`src/rtl/tapcal_pkg.sv`:
```
package tapcal_pkg;

  typedef enum logic [2:0] {
    ST_IDLE,
    ST_LOAD,
    ST_MEAS,
    ST_FINISH,
    ST_APPLY,
    ST_DONE
  } cal_state_e;

  // Midpoint of a run given its first tap and length, rounded down.
  function automatic int unsigned window_centre(input int unsigned first,
                                                input int unsigned len);
    return (2 * first + len - 1) / 2;
  endfunction

endpackage

```
`src/rtl/tapcal_word_checker.sv`:
```
module tapcal_word_checker #(
  parameter int WORD_W       = 14,
  parameter int SETTLE_WORDS = 8,
  parameter int CHECK_WORDS  = 64
) (
  input  logic              clk,
  input  logic              rst_n,
  input  logic              clear,
  input  logic              word_valid,
  input  logic [WORD_W-1:0] word_data,
  output logic              meas_done,
  output logic              meas_pass
);
  localparam int TOTAL = SETTLE_WORDS + CHECK_WORDS;
  localparam int CNT_W = $clog2(TOTAL + 1);
  localparam logic [CNT_W-1:0] SEED_IDX = CNT_W'(SETTLE_WORDS);
  localparam logic [CNT_W-1:0] LAST_IDX = CNT_W'(TOTAL - 1);

  function automatic logic [WORD_W-1:0] successor(input logic [WORD_W-1:0] w);
    return w + 1'b1;
  endfunction

  logic [CNT_W-1:0]  idx;
  logic [WORD_W-1:0] expect_q;
  logic              finished;
  logic              err;

  wire take       = word_valid && !finished && !clear;
  wire in_check   = idx > SEED_IDX;
  wire past_settl = idx >= SEED_IDX;
  wire mismatch   = take && in_check && (word_data != expect_q);
  wire last_word  = take && (idx == LAST_IDX);

  always_ff @(posedge clk or negedge rst_n) begin
    if (!rst_n) begin
      idx       <= '0;
      expect_q  <= '0;
      finished  <= 1'b1;
      err       <= 1'b0;
      meas_done <= 1'b0;
      meas_pass <= 1'b0;
    end else if (clear) begin
      idx       <= '0;
      finished  <= 1'b0;
      err       <= 1'b0;
      meas_done <= 1'b0;
    end else begin
      meas_done <= 1'b0;
      if (take) begin
        idx <= idx + 1'b1;
        if (past_settl) expect_q <= successor(word_data);
        if (mismatch) err <= 1'b1;
        if (last_word) begin
          finished  <= 1'b1;
          meas_done <= 1'b1;
          meas_pass <= !(err || mismatch);
        end
      end
    end
  end

  // one verdict per measurement, never back-to-back
  p_one_verdict_r5: assert property (@(posedge clk) disable iff (!rst_n)
    meas_done |=> !meas_done);

endmodule

```
`src/rtl/tapcal_window_tracker.sv`:
```
module tapcal_window_tracker #(
  parameter int TAP_W = 5
) (
  input  logic             clk,
  input  logic             rst_n,
  input  logic             clear,
  input  logic             upd,
  input  logic [TAP_W-1:0] upd_tap,
  input  logic             upd_pass,
  output logic [TAP_W-1:0] best_first,
  output logic [TAP_W:0]   best_len
);
  logic [TAP_W-1:0] run_first;
  logic [TAP_W:0]   run_len;
  logic [TAP_W-1:0] new_first;
  logic [TAP_W:0]   new_len;

  always_comb begin
    new_first = (run_len == '0) ? upd_tap : run_first;
    new_len   = upd_pass ? run_len + 1'b1 : '0;
  end

  always_ff @(posedge clk or negedge rst_n) begin
    if (!rst_n) begin
      run_first  <= '0;
      run_len    <= '0;
      best_first <= '0;
      best_len   <= '0;
    end else if (clear) begin
      run_first  <= '0;
      run_len    <= '0;
      best_first <= '0;
      best_len   <= '0;
    end else if (upd) begin
      run_first <= new_first;
      run_len   <= new_len;
      // strict compare keeps the earlier run on a tie
      if (upd_pass && (new_len > best_len)) begin
        best_first <= new_first;
        best_len   <= new_len;
      end
    end
  end

  // the best run found in a sweep never shrinks
  p_best_grows_r6: assert property (@(posedge clk) disable iff (!rst_n)
    !clear |=> best_len >= $past(best_len));

endmodule

```
`src/rtl/tap_eye_calibrator.sv`:
```
module tap_eye_calibrator #(
  parameter int TAP_W        = 5,
  parameter int WORD_W       = 14,
  parameter int SETTLE_WORDS = 8,
  parameter int CHECK_WORDS  = 64,
  parameter int DATA_LANES   = 4
) (
  input  logic                        clk,
  input  logic                        rst_n,
  input  logic                        start,
  input  logic                        word_valid,
  input  logic [WORD_W-1:0]           word_data,
  output logic [TAP_W-1:0]            clk_tap,
  output logic                        tap_load,
  output logic [DATA_LANES*TAP_W-1:0] data_tap,
  output logic                        done,
  output logic                        fail,
  output logic [TAP_W-1:0]            chosen_tap
);
  import tapcal_pkg::*;

  localparam logic [TAP_W-1:0] TAP_LAST = '1;

  cal_state_e       state;
  logic [TAP_W-1:0] tap_q;
  logic [TAP_W-1:0] chosen_q;
  logic             done_q;
  logic             fail_q;
  logic             meas_done;
  logic             meas_pass;
  logic [TAP_W-1:0] best_first;
  logic [TAP_W:0]   best_len;
  logic [TAP_W-1:0] centre_tap;

  // named events for the assertions
  wire start_acc  = start && ((state == ST_IDLE) || (state == ST_DONE));
  wire meas_clear = (state == ST_LOAD);
  wire tap_update = (state == ST_MEAS) && meas_done;

  assign centre_tap = TAP_W'(window_centre(32'(best_first), 32'(best_len)));

  tapcal_word_checker #(
    .WORD_W(WORD_W), .SETTLE_WORDS(SETTLE_WORDS), .CHECK_WORDS(CHECK_WORDS)
  ) checker_i (
    .clk(clk), .rst_n(rst_n), .clear(meas_clear),
    .word_valid(word_valid), .word_data(word_data),
    .meas_done(meas_done), .meas_pass(meas_pass)
  );

  tapcal_window_tracker #(.TAP_W(TAP_W)) tracker_i (
    .clk(clk), .rst_n(rst_n), .clear(start_acc),
    .upd(tap_update), .upd_tap(tap_q), .upd_pass(meas_pass),
    .best_first(best_first), .best_len(best_len)
  );

  always_ff @(posedge clk or negedge rst_n) begin
    if (!rst_n) begin
      state    <= ST_IDLE;
      tap_q    <= '0;
      chosen_q <= '0;
      done_q   <= 1'b0;
      fail_q   <= 1'b0;
    end else begin
      case (state)
        ST_IDLE, ST_DONE: if (start) begin
          state    <= ST_LOAD;
          tap_q    <= '0;
          chosen_q <= '0;
          done_q   <= 1'b0;
          fail_q   <= 1'b0;
        end
        ST_LOAD: state <= ST_MEAS;
        ST_MEAS: if (meas_done) begin
          if (tap_q == TAP_LAST) state <= ST_FINISH;
          else begin
            tap_q <= tap_q + 1'b1;
            state <= ST_LOAD;
          end
        end
        ST_FINISH: begin
          state <= ST_APPLY;
          if (best_len == '0) begin
            fail_q   <= 1'b1;
            tap_q    <= '0;
            chosen_q <= '0;
          end else begin
            tap_q    <= centre_tap;
            chosen_q <= centre_tap;
          end
        end
        ST_APPLY: begin
          done_q <= 1'b1;
          state  <= ST_DONE;
        end
        default: state <= ST_IDLE;
      endcase
    end
  end

  assign clk_tap    = tap_q;
  assign tap_load   = (state == ST_LOAD) || (state == ST_APPLY);
  assign data_tap   = '0;
  assign done       = done_q;
  assign fail       = fail_q;
  assign chosen_tap = chosen_q;

  // load strobe lasts one cycle
  p_load_single_r2: assert property (@(posedge clk) disable iff (!rst_n)
    tap_load |=> !tap_load);

  // the tap never moves without a strobe
  p_tap_moves_with_load_r2: assert property (@(posedge clk) disable iff (!rst_n)
    !$stable(clk_tap) |-> tap_load);

  // accepted start clears status and presents tap 0
  p_start_clears_r1: assert property (@(posedge clk) disable iff (!rst_n)
    start_acc |=> (tap_load && !done && !fail && clk_tap == '0));

  // failure parks the clock tap at zero
  p_fail_parks_r8: assert property (@(posedge clk) disable iff (!rst_n)
    (done && fail) |-> (clk_tap == '0 && chosen_tap == '0));

  // done holds until a new start
  p_done_holds_r9: assert property (@(posedge clk) disable iff (!rst_n)
    (done && !start) |=> done);

endmodule

```
`config.mk`:
```
export PLATFORM = sky130hd
export DESIGN_NAME = tap_eye_calibrator
export DESIGN_NICKNAME = d
export VERILOG_FILES = /design/src/rtl/tapcal_pkg.sv /design/src/rtl/tapcal_word_checker.sv /design/src/rtl/tapcal_window_tracker.sv /design/src/rtl/tap_eye_calibrator.sv
export SDC_FILE = /design/constraint.sdc
export NUM_CORES = 1
export LEC_CHECK = 0
export ABC_AREA = 1
export BUFFER_PORTS_ARGS = -buffer_cell sky130_fd_sc_hd__buf_4
export CAP_MARGIN = 20
export CORE_ASPECT_RATIO = 2
export CORE_MARGIN = 1.5
export CORE_UTILIZATION = 51
export DETAILED_ROUTE_END_ITERATION = 10
export GPL_TIMING_DRIVEN = 0
export PLACE_DENSITY_LB_ADDON = 0.25
export REMOVE_ABC_BUFFERS = 1
export SYNTH_ARGS = -nofsm -noshare
export SYNTH_HDL_FRONTEND = slang
export SYNTH_SLANG_ARGS = --single-unit
```
`constraint.sdc`:
```
create_clock -name clk -period 2.4 [get_ports clk]
set_input_delay 0.48 -clock clk [delete_from_list [all_inputs] [get_ports clk]]
set_output_delay 0.48 -clock clk [all_outputs]
set_load 0.01 [all_outputs]
```
-- Yosys cells after proc, flatten, opt, wreduce, memory -nomap -nowiden
Cells that the tools add are included.
- equality and inequality tests: 12
- shifts and indexed selects: 0
- reduce and logical (&&, ||, !) cells: 36
- $lt $le $gt $ge: 3
- $add $sub $neg: 6
- bitwise operators: 1
- div/mod/pow operators: 0
- multiplexer cells: 37
- multiply operators: 0
- operators with widths (cell ; count):
    2-to-1 mux 5 bit ; 10
    2-to-1 mux 6 bit ; 6
    one-hot mux 3 bit (5 select lines) ; 1
    one-hot mux 5 bit (3 select lines) ; 1
    adder 14 x 1 -> 14 bit (second input constant) ; 1
    2-to-1 mux 7 bit ; 2
    inequality test 14 bit ; 1
    nonzero test 2 bit ; 7
    logical NOT 6 bit ; 2
    AND reduction 2 bit ; 6
    2-to-1 mux 1 bit ; 11
    one-hot mux 5 bit (2 select lines) ; 1
    AND reduction 3 bit ; 3
    logical AND 1 bit ; 8
    adder 7 x 1 -> 7 bit (second input constant) ; 1
    equality test 7 bit (second input constant) ; 1
    >= comparator 7 x 4 -> 1 bit (second input constant) ; 1
    greater-than comparator 7 x 4 -> 1 bit (second input constant) ; 1
    adder 6 x 1 -> 6 bit (second input constant) ; 1
    adder 6 bit ; 1
    equality test 3 x 2 -> 1 bit (second input constant) ; 2
    equality test 3 bit (second input constant) ; 2
    greater-than comparator 6 bit ; 1
    2-to-1 mux 3 bit ; 2
    other kinds (15) ; 22
- input port bits: 18
- ROM bits: 0
- register bits: 62
- bits in latches: 0
- word-level logic and storage cells: 110
- memory bits (writable): 0
- memories: 0

-- Logic depth before layout (Yosys ltp)
Gate-level depths: netlist (run 1).
- word-level depth: 8
- gate-level depth with buffers: 15
- mapped depth without buffers: 15

-- Modules after synthesis
From an unflattened synthesis (run 1), not the netlist that was laid out.
- cells, all modules: 584
- area, all modules: 4141.5 um2
- modules (own cells, without submodules) (module ; area an instance (um2) ; cells an instance ; instances):
    tapcal_word_checker ; 1577.8 ; 231 ; 1
    tapcal_window_tracker ; 1311.3 ; 179 ; 1
    tap_eye_calibrator ; 1252.5 ; 174 ; 1

-- Worst setup path after synthesis (run 1)
Ideal clock, no wire load.
- path type: reg-to-reg
- from: register tracker_i.run_len[0]
- to: register tracker_i.best_len[0]
- required time: 2.283 ns
- stages on the path, launching flop included: 15
- setup time: 0.117 ns
- arrival time: 1.900 ns
- clock period less this slack: 2.017 ns
- buffers on the path: 1
- setup slack: 0.383 ns
- path through: dfrtp_1 -> ha_1 -> nand2_1 -> inv_1 -> nand3_1 -> nand3_1 -> inv_1 -> ha_1 -> nand2_1 -> nor2_1 -> a21boi_0 -> nand3_4 -> buf_6 -> nand3_2 -> nand2_1
- longest elaborated chain between the ends: 6
- ends and longest elaborated chain (what ; line ; source):
    from (decl) ; tapcal_window_tracker.sv:14 ; logic [TAP_W:0] run_len;
    from (signal assigned) ; tapcal_window_tracker.sv:36 ; run_len <= new_len;
    adder 6 x 1 -> 6 bit * ; tapcal_window_tracker.sv:20 ; new_len = upd_pass ? run_len + 1'b1 : '0;
    2-to-1 mux 6 bit * ; tapcal_window_tracker.sv:20 ;
    greater-than comparator 6 bit ; tapcal_window_tracker.sv:38 ; if (upd_pass && (new_len > best_len)) begin
    logical AND 1 bit ; tapcal_window_tracker.sv:38 ;
    nonzero test 2 bit (no source line) ; - ;
    AND reduction 2 bit (no source line) ; - ;
    to (signal assigned) ; tapcal_window_tracker.sv:40 ; best_len <= new_len;
    to (decl) ; tapcal_window_tracker.sv:11 ; output logic [TAP_W:0] best_len
Mark *: on every way between the ends. The rest lies on a longest branch, timed or not. The select of a mux whose other input is x is not followed.
A chain may end at the register's enable or synchronous reset.

-- Worst setup path after layout (run 1)
- from: register tracker_i.run_len[1]
- to: register tracker_i.best_len[0]
- longest elaborated chain between the ends: 6
- ends and longest elaborated chain (what ; line):
    adder 6 x 1 -> 6 bit ; tapcal_window_tracker.sv:20
    2-to-1 mux 6 bit ; tapcal_window_tracker.sv:20
    greater-than comparator 6 bit ; tapcal_window_tracker.sv:38
    logical AND 1 bit ; tapcal_window_tracker.sv:38
    nonzero test 2 bit (no source line) ; -
    AND reduction 2 bit (no source line) ; -
Every way passes these cells.

==> out/metrics.cfg, run 1 <==
[setup_path]
worst_ep_arrival_time_ns=2.48
path_buf_inv=3
crit_family=simple AND/OR/NAND/NOR gates
startpoint=tracker_i.run_len[1]
critPathCaptureType=register
start_kind=register
r2r_start=tracker_i.run_len[1]
path_class=reg2reg
max_stage_delay_ns=0.42
critPathRequiredTime_ns=2.63
slowest_stage=dfrtp_1
crit_chain=ha_2 > nand2_1 > inv_1 > nand3_1 > nand3_2 > inv_1 > ha_1 > nand2_2 > nor2_4 > nand2_2 > nand3_4 > nand3_4 > buf_4 > nand3_2 > nand2_1
worstPathMaxFanout=7

[cells_and_area]
nNetsFinal=651
most-common-layout-cells=nand2_1, inv_1, dfrtp_1
n_antenna_cell=0
layout_commonest_cell=nand2_1
area_growth_pct=14.4
fin_util=0.607
drive_above_1_share=0.169

[power_and_ir_drop]
p_leak_uw=0.00259
finalPower_uw=2360
powerDensity_mw_per_mm2=490
vdd_ir_drop_max_mv=0.350

[clock_tree]
clk_pin_slew_ns=0.06
cts_root_buffer=clkbuf_16
cts_sinks=62
worstSkewPairLatency_ns=0.34
cts_buffers=9
clockBufferDepth=2
cts_tree=built
cts_htree_levels=3

[grt]
overflow=0
antenna_found_initial=0
grt_max_degree=63
grt_pass1_vias=3540
grtUsageTotal=0.223
grt_pass1_wl_um=15100

[die]
core-area_mm2=0.00794
die_x_um=67.3
start_util=0.530
dieArea_mm2=0.00885
num_io_pins=51
fp-row-count=46
fp.dieH_um=132

[logic_synthesis]
yosys.area.top_type=dfrtp_1
avgSynthCellArea_um2=7.38
synthTopCellsByArea=dfrtp_1, nand2_1, inv_1
yosysSeqAreaShare=0.369
synthCells=571
yosysUniqueCellTypes=37
synth-seq-cells=62
netlist_area_mm2=0.00421
yosysTopAreaCellShare=0.362
ys_warn_count=0

[routing]
route.detailed.drc=0
routed.top_layer=met4
viasPerCell=5.12
wl_um=9230
dr_wl_met3_um=245
detail_route.first_pass.iterations=4
vias=3648
ant_nets=0
routed-wl-met2_um=5380
wirelength_met1_um=3370
drtIter0Drc=181
wl_per_cell_um=13.0

[run_status]
outcome=finished, final reports clean

[sta]
tightest_slew_ns=0.809
setup_viol=0
relSlewSlack=0.460
hold_viol=0
finClkSkew_ns=0.00583
period_share=0.935
fin_ws_ns=0.156
maxSlewViolCount=0
setup_tns_ns=0
holdWs_ns=0.216
fmax_mhz=446
fin_crit_ns=2.24

[place]
post-place-ws_ns=-0.0739
place.gp.congestion=0.826
port_buffers=30
hpwl_um=6790

[worst_hold_path]
hp-class=in2async

[flow_run]
max_cap_violations=0

[path summary, 6_finish.rpt]
kind                       slack (ns)                     end  cells past startpoint
setup / recovery                 0.16   tracker_i.best_len[0]                     15
hold / removal                   0.22           chosen_tap[4]                      1
setup reg to reg                 0.16   tracker_i.best_len[0]                     15
hold reg to reg                  0.48           checker_i.err                      2
max in group asynchronous        1.60    tracker_i.run_len[0]                      1
min in group clk                 0.43  checker_i.expect_q[13]                      4
[final cells by class]
class                   instances  area [µm²]
well taps                      96         120
clock buffers                  10         239
flip-flops and latches         62        1550
inverters                      93         359
clock inverters                 6        37.5
repair buffers                 38         285
fillers                       741        3120
multi-input cells             407        2220
[power by group]
| group | leakage, µW | internal [µW] | total (µW) | switching (µW) |
|---|---|---|---|---|
| clock network | 0.000130 | 719 | 1210 | 486 |
| logic | 0.00175 | 33.1 | 112 | 78.5 |
| registers | 0.000710 | 1050 | 1050 | 0 |
| total | 0.00259 | 1800 | 2360 | 565 |
[registers in the layout, summed over array words and instances, names as in the netlist]
name and count:
checker_i.idx 7, tracker_i.best_first 5, tracker_i.run_first 5, checker_i.expect_q 14, chosen_tap 5, checker_i.finished 1
checker_i.err 1, checker_i.meas_done 1, state 3, checker_i.meas_pass 1, done 1, fail 1
tracker_i.run_len 6, tracker_i.best_len 6, clk_tap 5
[layer usage]
metal  global-route usage  vias up
li1                     -     1835
met1                0.213     1721
met2                0.423       76
met3               0.0308       16
met4                0.122        0
met5                    0        -
[metrics by stage]
stage | instance area, µm² | std cells
after detailed placement | 4400 | 687
after CTS | 4680 | 703
after floorplan | 4060 | 561
final | 4820 | 712
after global routing | 4820 | 712
after global placement | 4400 | 687
[cell families (layout without fill, tap and decap cells)]
| group | after synthesis | count (layout) | share of synthesized area |
|---|---|---|---|
| AO/OA/AOI/OAI | 65 | 65 | 0.0867 |
| XOR/XNOR | 6 | 6 | 0.0125 |
| other | 1 | 20 | 0.000890 |
| AND/OR/NAND/NOR | 293 | 294 | 0.325 |
| buffers and inverters | 122 | 147 | 0.140 |
| adder cells (fa/ha/maj) | 22 | 22 | 0.0671 |
| flip-flops | 62 | 62 | 0.369 |
[timing repair]
action                     in CTS  in global routing
pin swaps                       0                  4
gates resized for setup         1                 15
gates cloned                    0                  1
setup endpoints to repair      10                 18
buffers inserted                0                  8
hold buffers                    0                  0
[synth_stat cells]
cell and instances:
a21oi_1 13, conb_1 1, dfstp_2 1, o21bai_1 3, o21ai_2 7, nor2_8 3, a31oi_1 1, buf_4 21
fa_1 1, dfrtp_1 61, inv_2 3, a21boi_0 1, xor2_1 3, o21ai_0 36, buf_6 5, nand3_4 2
nand2_1 165, xnor2_1 3, nand3_1 39, o22ai_1 2, nand2_2 5, nand2_4 1, inv_1 86, nor2_1 43
buf_2 3, nand3_2 11, nor3_2 1, inv_4 4, o21ai_1 2, nor3_1 9, or2_2 1, nor4_1 1
or2_0 3, nand4_1 6, nand3b_1 1, nor2_2 2, ha_1 21
[worst register-to-register path, delay by kind of cell, from the launching register on]
kind / cells / cell delay (ns)
simple gates: 10 / 0.90
fa+ha+maj: 2 / 0.48
flops: 1 / 0.42
buf+inv: 3 / 0.32
Note: power is estimated with default switching activity, not from simulation.
==> inputs of run 2 (changes only) <==
--- a/config.mk
+++ b/config.mk
@@ -17,4 +17,5 @@
 export REMOVE_ABC_BUFFERS = 1
 export SYNTH_ARGS = -nofsm -noshare
 export SYNTH_HDL_FRONTEND = slang
+export SYNTH_HIERARCHICAL = 1
 export SYNTH_SLANG_ARGS = --single-unit
==> out/metrics.cfg, run 2 <==
[run_status]
outcome=finished, final reports clean

[routing]
viasPerCell=5.09
wl_um=9100
dr_wl_met3_um=264
vias=3673
detail_route.first_pass.iterations=4
wl_per_cell_um=12.6
route.detailed.drc=0
wirelength_met1_um=3160
ant_nets=0
routed-wl-met2_um=5430
routed.top_layer=met4
drtIter0Drc=199

[cells_and_area]
design_area_mm2=0.00469
largest_reg_flops=14
nNetsFinal=661
biggestRegsByFlops=checker_i/expect_q x14, checker_i/idx x7
area_growth_pct=13.3
drive_above_1_share=0.139
fillers=722
layout_commonest_cell=nand2_1
seqCellArea_mm2=0.00155
multiInputGateArea_mm2=0.00212
n_antenna_cell=0
most-common-layout-cells=nand2_1, inv_1, dfrtp_1
regMostFlops=checker_i/expect_q

[die]
dieArea_mm2=0.00870
core-area_mm2=0.00789
num_io_pins=51
fp.dieH_um=130
fp-row-count=46
start_util=0.525
die_x_um=66.7

[sta]
setup_tns_ns=0
setup_viol=0
period_share=0.914
fmax_mhz=456
tightest_slew_ns=0.839
maxSlewViolCount=0
finClkSkew_ns=0.00609
relSlewSlack=0.439
fin_crit_ns=2.19
hold_viol=0
fin_ws_ns=0.206

[clock_tree]
cts_sinks=62
cts_tree=built
cts_htree_levels=3
cts_buffers=9
clockBufferDepth=2
cts_root_buffer=clkbuf_16
worstSkewPairLatency_ns=0.33
clk_pin_slew_ns=0.05

[logic_synthesis]
avgSynthCellArea_um2=7.09
ys.flop_type=dfrtp_1
yosysSeqAreaShare=0.375
yosysMostFrequentCell=nand2_1
synthCells=584
yosys.area.top_type=dfrtp_1
synth_edf_count=0
async_flop_share=1.00
yosysUniqueCellTypes=37
synth_common_cells=nand2_1, inv_1, dfrtp_1
ys_warn_count=6
synthTopCellsByArea=dfrtp_1, nand2_1, inv_1
synth-seq-cells=62
yosysTopAreaCellShare=0.369
netlist_area_mm2=0.00414

[power_and_ir_drop]
vdd_ir_drop_max_mv=0.513
powerDensity_mw_per_mm2=772
finalPower_uw=3620
p_leak_uw=0.00256

[setup_path]
critPathRequiredTime_ns=2.61
start_kind=register
worst_ep_arrival_time_ns=2.41
crit_family=simple AND/OR/NAND/NOR gates
crit_chain=buf_4 > nand2_2 > nor2_2 > nand3_1 > nand3_2 > inv_1 > ha_1 > nand2_1 > inv_1 > nand2_1 > nand3_1 > nand2_4 > nand2_2 > nand2_1 > nand2_1
slowest_stage=dfrtp_1
worstPathMaxFanout=13
path_class=reg2reg
critPathCaptureType=register
path_common_cell=nand2_1
max_stage_delay_ns=0.39
r2r_start=tracker_i/run_len[1]
path_buf_inv=3
startpoint=tracker_i/run_len[1]

[place]
place.gp.congestion=0.844
post-place-ws_ns=0.151
port_buffers=30
place_area_mm2=0.00436
hpwl_um=6910

[grt]
overflow=0
grt_max_degree=63
grt_pass1_vias=3552
grt_pass1_wl_um=15400
antenna_found_initial=0
grtUsageTotal=0.231

[flow_run]
max_cap_violations=0

[worst_hold_path]
hp-class=in2async

==> run 2: worst reg2reg max path, delay by kind of cell, from the launching register on <==
kind                       cells  cell delay, ns
and+or+nand+nor               11            1.17
DFF                            1            0.39
adders and majority gates      1            0.29
buffers and inverters          3            0.23
==> run 2: path summary, 6_finish.rpt <==
kind	to	slack, ns	depth (start not counted)
min in group clk	checker_i/expect_q[0]	0.41	2
max	tracker_i/best_len[5]	0.21	15
max reg2reg	tracker_i/best_len[5]	0.21	15
max in group asynchronous	tracker_i/run_len[0]	1.59	1
min	checker_i/idx[3]	0.24	1
min reg2reg	done	0.48	2
==> run 2: layout make-up <==
cell class / count / area share
Multi-Input combinational cell: 419 / 0.452
Sequential cell: 62 / 0.331
Inverter: 96 / 0.0773
Clock buffer: 13 / 0.0576
Timing Repair Buffer: 33 / 0.0528
Tap cell: 96 / 0.0256
Clock inverter: 3 / 0.00373
==> run 2: timing repair <==
item | 4_1_cts | 5_1_grt
setup buffers | 0 | 3
hold buffers | 0 | 0
endpoints found under the setup margin | 0 | 15
endpoints found under the hold margin | 0 | 0
resized for setup | 0 | 4
==> run 2: per-layer routing <==
layer | GRT usage | up-vias
met5 | 0 | -
met3 | 0.0342 | 22
met1 | 0.224 | 1719
li1 | - | 1847
met2 | 0.454 | 85
met4 | 0.109 | 0
==> run 2: cells by family (layout without fill, tap and decap cells) <==
family	Yosys count	in the layout	synth area share
other	1	20	0.000905
xor gates and xnor gates	8	8	0.0169
AOI/OAI and AO/OA	46	46	0.0625
buffers and inverters	123	145	0.135
and+or+nand+nor	322	323	0.341
adders and majority gates	22	22	0.0683
DFF	62	62	0.375
==> run 2: power by group <==
part / total (µW) / leakage [µW] / internal [µW] / switching (µW)
combinational: 1080 / 0.00161 / 366 / 715
sequential: 1310 / 0.000816 / 1190 / 123
clock: 1230 / 0.000142 / 779 / 447
==> run 2: stage by stage <==
step / hold WS, ns / utilization / cells
global route: 0.313 / 0.595 / 722
floorplan: 0.184 / - / 576
global placement: 0.458 / 0.553 / 702
CTS: 0.272 / 0.590 / 718
detailed placement: 0.464 / 0.553 / 702
finish: 0.236 / 0.595 / 722
